<file path="src/rtl/mdio_mgmt_ctrl.sv">
module mdio_mgmt_ctrl #(
  parameter int MDC_HALF = 4,
  parameter int PRE_LEN  = 32
) (
  input  logic        clk,
  input  logic        rst_n,
  input  logic [3:0]  reg_addr,
  input  logic        reg_wr,
  input  logic [31:0] reg_wdata,
  output logic [31:0] reg_rdata,
  output logic        mdc,
  output logic        mdio_o,
  output logic        mdio_oe,
  input  logic        mdio_i
);
  localparam int FLEN    = PRE_LEN + 32;
  localparam int CW      = $clog2(FLEN + 1);
  localparam int DW      = (MDC_HALF > 1) ? $clog2(MDC_HALF) : 1;
  localparam int DRV_END = PRE_LEN + 14;
  localparam int TA2     = PRE_LEN + 15;

  logic            busy, mdc_q, is_read, ta_err;
  logic [CW-1:0]   bitcnt;
  logic [DW-1:0]   divcnt;
  logic [FLEN-1:0] shreg;
  logic [15:0]     rd_q;

  logic unused_cmd_bits;
  assign unused_cmd_bits = ^{reg_wdata[30], reg_wdata[3], reg_wdata[0]};

  wire accept = reg_wr && reg_addr == 4'h8 && reg_wdata[31] &&
                (reg_wdata[1] ^ reg_wdata[2]) && !busy;
  wire tick   = busy && divcnt == DW'(MDC_HALF - 1);
  wire rise   = tick && !mdc_q;
  wire fall   = tick && mdc_q;
  wire last   = bitcnt == CW'(FLEN - 1);

  always_ff @(posedge clk or negedge rst_n) begin
    if (!rst_n) begin
      busy    <= 1'b0;
      mdc_q   <= 1'b0;
      is_read <= 1'b0;
      ta_err  <= 1'b0;
      bitcnt  <= '0;
      divcnt  <= '0;
      shreg   <= '0;
      rd_q    <= '0;
    end else if (accept) begin
      busy    <= 1'b1;
      mdc_q   <= 1'b0;
      is_read <= reg_wdata[2];
      bitcnt  <= '0;
      divcnt  <= '0;
      shreg   <= {{PRE_LEN{1'b1}}, 2'b01, reg_wdata[2] ? 2'b10 : 2'b01,
                  reg_wdata[29:25], reg_wdata[24:20], 2'b10, reg_wdata[19:4]};
      if (reg_wdata[2]) begin
        rd_q   <= '0;
        ta_err <= 1'b0;
      end
    end else if (busy) begin
      divcnt <= tick ? '0 : divcnt + 1'b1;
      if (tick) mdc_q <= ~mdc_q;
      if (rise && is_read) begin
        if (bitcnt == CW'(TA2)) ta_err <= mdio_i;
        if (bitcnt > CW'(TA2))  rd_q   <= {rd_q[14:0], mdio_i};
      end
      if (fall) begin
        if (last) begin
          busy <= 1'b0;
        end else begin
          bitcnt <= bitcnt + 1'b1;
          shreg  <= shreg << 1;
        end
      end
    end
  end

  assign mdc     = mdc_q;
  assign mdio_o  = shreg[FLEN-1];
  assign mdio_oe = busy && (!is_read || bitcnt < CW'(DRV_END));

  always_comb begin
    case (reg_addr)
      4'h0:    reg_rdata = {28'd0, busy, 3'd0};
      4'hC:    reg_rdata = {14'd0, ta_err, 1'b0, rd_q};
      default: reg_rdata = '0;
    endcase
  end

  a_r2_busy_after_accept: assert property (@(posedge clk) disable iff (!rst_n)
    accept |=> busy);
  a_r2_busy_ends_on_last_fall: assert property (@(posedge clk) disable iff (!rst_n)
    $fell(busy) |-> $past(last) && $fell(mdc_q));
  a_r3_invalid_ignored: assert property (@(posedge clk) disable iff (!rst_n)
    (!busy && reg_wr && reg_addr == 4'h8 && !reg_wdata[31]) |=> !busy);
  a_r4_bad_op_ignored: assert property (@(posedge clk) disable iff (!rst_n)
    (!busy && reg_wr && reg_addr == 4'h8 && (reg_wdata[1] == reg_wdata[2])) |=> !busy);
  a_r9_out_moves_on_fall: assert property (@(posedge clk) disable iff (!rst_n)
    (busy && $past(busy) && !$stable(mdio_o)) |-> $fell(mdc_q));
  a_r9_mdc_low_idle: assert property (@(posedge clk) disable iff (!rst_n)
    !busy |-> !mdc);
  a_r10_no_restart: assert property (@(posedge clk) disable iff (!rst_n)
    (busy && $past(busy) && !$stable(bitcnt)) |-> $fell(mdc_q) && bitcnt == $past(bitcnt) + 1'b1);
endmodule

</file>
<file path="config.mk">
export PLATFORM = sky130hd
export DESIGN_NAME = mdio_mgmt_ctrl
export DESIGN_NICKNAME = d
export VERILOG_FILES = /design/src/rtl/mdio_mgmt_ctrl.sv
export SDC_FILE = /design/constraint.sdc
export NUM_CORES = 1
export LEC_CHECK = 0
export ABC_AREA = 1
export CAP_MARGIN = 20
export CORE_MARGIN = 3
export CORE_UTILIZATION = 48
export CTS_BUF_LIST = sky130_fd_sc_hd__clkbuf_4 sky130_fd_sc_hd__clkbuf_8 sky130_fd_sc_hd__clkbuf_16
export DETAILED_ROUTE_END_ITERATION = 6
export PLACE_DENSITY = 0.76
export SYNTH_ARGS = -nofsm -noshare
export SYNTH_HDL_FRONTEND = slang
export SYNTH_SLANG_ARGS = --single-unit
</file>
<file path="constraint.sdc">
create_clock -name clk -period 1.5 [get_ports clk]
set_input_delay 0.375 -clock clk [delete_from_list [all_inputs] [get_ports clk]]
set_output_delay 0.375 -clock clk [all_outputs]
set_load 0.1 [all_outputs]
</file>
==> qor.csv <==
metric;value;unit
total CTS buffers;9;
CTS tree;built;
largest family of logic cells by synthesized area;simple AND/OR/NAND/NOR gates;
Post-DP Area;0.00593;sq mm
number of diodes;0;
Inst Count DP;788;
net count reported at finish;754;
wire per inst;20.4;um
vias in the first global route;4538;
Tightest Hold Check Type;input port to async pin;
Distinct cells, synth;30;
Slew HR;0.657;
Worst setup SP type;flop;
Sink Count;93;
die width;104;um
hold bufs inserted after CTS;0;
maximum fanout along the worst path;3;
drt pass-1 iters;6;
Max-cap violations;0;
origin of the critical flop-to-flop path;bitcnt[4]$_DFFE_PN0P_;
R2R cell count;11;
Final min period;1930;ps
WS Path Type;flop to output pin;
layout cell share with drive strength beyond 1;0.473;
Pins Over Slew Limit;0;
Synth Warn #;0;
PwrDens;1110;mW/mm^2
unrepaired setup endpoints after global routing;true;
largest net degree at the start of global routing;94;
clock-pin slew on the worst setup and hold paths;110;ps
port bufs;56;
Syn Area/Cell;7.86;sq um
failing checks;setup timing;
Worst VDD drop;1.22;mV
DP Wirelength;6.85;mm
Row Count;34;
Critical Path AT;1550;ps
post-synthesis register bit count;93;
clk_lat worst skew;380;ps
complex-gate fraction of the synthesized area;0.0194;
Initial Util;0.509;
Max clock buf depth;2;
initial detailed-routing violation count;455;
final cell count without fillers;843;
Routed Antenna Nets;0;
clock skew;13.7;ps
simple-gate share of the synthesized area;0.346;
initial antenna violation count;0;
final worst setup slack;-426;ps
Seq/Total Area, Yosys;0.509;
number of H-tree levels;3;
# fillers;387;
flop2flop setup slack;-320;ps
DR vias;4839;
GPL Wtd Cong;0.808;
adder-cell area share of the yosys netlist;0.00548;
Hold Vio Cnt, Final;0;
number of vias per cell;5.74;
Die Span Y;104;um
final core occ;0.863;
routed wire length;17.2;mm
worst slew pin tran;514;ps
Setup-failing EPs final;108;
CORE AREA;0.00898;sq mm
FMAX;0.519;GHz
Final Cell Area;0.00775;sq mm
Leak;3.56;nW
gr usage total;0.244;
total gr overflow;0;
element type at the critical path end;output pin;
Synth Instances;581;
final worst path period share;1.28;
io pins;75;
first-pass GRT wire length;21.5;mm
CP startpoint;bitcnt[4]$_DFFE_PN0P_;
Worst EP required;1120;ps
xor and xnor area share after synthesis;0.00383;
Cell Area, Synth;0.00457;sq mm
status;complete, but fails checks;
Die ar.;0.0107;sq mm
CTS root buf;clkbuf_8;
worst reg2reg endpoint;shreg[18]$_DFFE_PN0P_;
Area growth, synth to finish;69.6;%
drc violations;0;
post-synthesis mux area share;0;
==> cell families after synthesis <==
family / after synthesis
other: 1
adders and majority gates: 2
and+or+nand+nor: 368
DFF: 93
buffers and inverters: 101
xor gates and xnor gates: 2
AOI/OAI and AO/OA: 14
==> sequential cells by signal (all words and copies together), names as in the netlist <==
| name | flops |
|---|---|
| rd_q | 16 |
| busy | 1 |
| ta_err | 1 |
| shreg | 64 |
| bitcnt | 7 |
| divcnt | 2 |
| is_read | 1 |
| mdc | 1 |
==> cell usage after synthesis <==
cell / n / share of area
nand2_2: 3 / 0.0041
clkinv_1: 1 / 0.00082
nand2_1: 137 / 0.11
a21o_1: 1 / 0.0016
conb_1: 1 / 0.00082
a31oi_1: 1 / 0.0014
buf_6: 8 / 0.020
nand4_2: 1 / 0.0027
buf_4: 20 / 0.033
nand3_2: 2 / 0.0044
nand4_1: 2 / 0.0027
nor3_1: 3 / 0.0033
nor2_2: 3 / 0.0041
nor2_4: 3 / 0.0074
buf_2: 10 / 0.011
o21ai_4: 1 / 0.0036
nand3_1: 88 / 0.096
ha_1: 2 / 0.0055
a21oi_1: 3 / 0.0033
o31ai_1: 1 / 0.0016
nor2_1: 123 / 0.10
dfrtp_1: 93 / 0.51
o21ai_0: 6 / 0.0066
clkbuf_1: 1 / 0.00082
o22ai_1: 1 / 0.0014
inv_1: 55 / 0.045
nand2_4: 2 / 0.0049
inv_2: 6 / 0.0049
xor2_1: 2 / 0.0038
nor3_2: 1 / 0.0022
==> worst max-delay path by stage <==
stage	end	slack, ps	cells after the start
2_1_floorplan	reg_rdata[0]	-440	5
3_3_place_gp	reg_rdata[5]	-530	6
3_5_place_dp	rd_q[0]$_DFFE_PN0P_	-630	10
4_1_cts	mdio_oe	-440	5
5_1_grt	mdio_oe	-480	4
6_report	mdio_oe	-430	6
==> report_power, final <==
part	total, mW	internal, mW	leakage (nW)	switching [mW]
Sequential	3.71	3.09	1.05	0.621
Combinational	3.14	1.44	2.41	1.71
Clock	1.75	0.651	0.0968	1.10
==> what timing repair did <==
action	4_1_cts	5_1_grt
buffers inserted	22	13
gates resized for setup	87	226
cloned	11	1
setup endpoints to repair	104	108
pin swaps	24	63
endpoints found under the hold margin	0	0
==> cell usage in the layout, fill, tap and decap left out, types with 3 or more instances in the layout <==
cell / instances
nand2_1: 98
dfrtp_1: 92
nor2_1: 57
nor2_4: 56
nand3_2: 49
inv_1: 48
buf_4: 42
buf_12: 35
nand2_2: 30
clkdlybuf4s50_1: 28
nand3_1: 27
buf_6: 21
nor2_2: 16
nand3_4: 15
conb_1: 15
nand2_4: 12
clkbuf_8: 9
inv_2: 7
buf_16: 7
inv_6: 4
inv_4: 4
buf_8: 4
nand2_8: 3
o21ai_2: 3
==> area by class of cell <==
type                       instances  area, sq um  area share
multi-input combinational        403         2940       0.380
sequential                        93         2330       0.301
timing repair buffer             143         1860       0.240
inverter                          62          265      0.0342
tap                              126          158      0.0203
clock buffer                       9          124      0.0160
clock inverter                     7         68.8     0.00888
==> stage by stage <==
stage	setup slack, ps	hold WS [ps]	power, mW	setup TNS [ps]
CTS	-442	68.9	7.41	-11240
finish	-426	8.63	8.60	-23340
global route	-476	60.6	8.92	-28030
floorplan	-437	79.4	4.77	-5930
global placement	-532	452	5.38	-50130
detailed placement	-633	459	5.50	-55930
==> per-layer routing <==
metal	vias to the layer above	share of wire	global-route usage
met3	110	0.071	0.0535
met5	-	0	0
met4	0	0.068	0.110
li1	2045	-	-
met2	335	0.50	0.440
met1	2349	0.36	0.276
==> worst max-delay path, cell delays in order, from the launching register on <==
cell,delay [ps]
dfrtp_1,440
nand2_2,110
inv_4,50
nor2_4,120
o31ai_4,90
a21oi_4,160
buf_12,190
(Power assumes the default switching activity.)
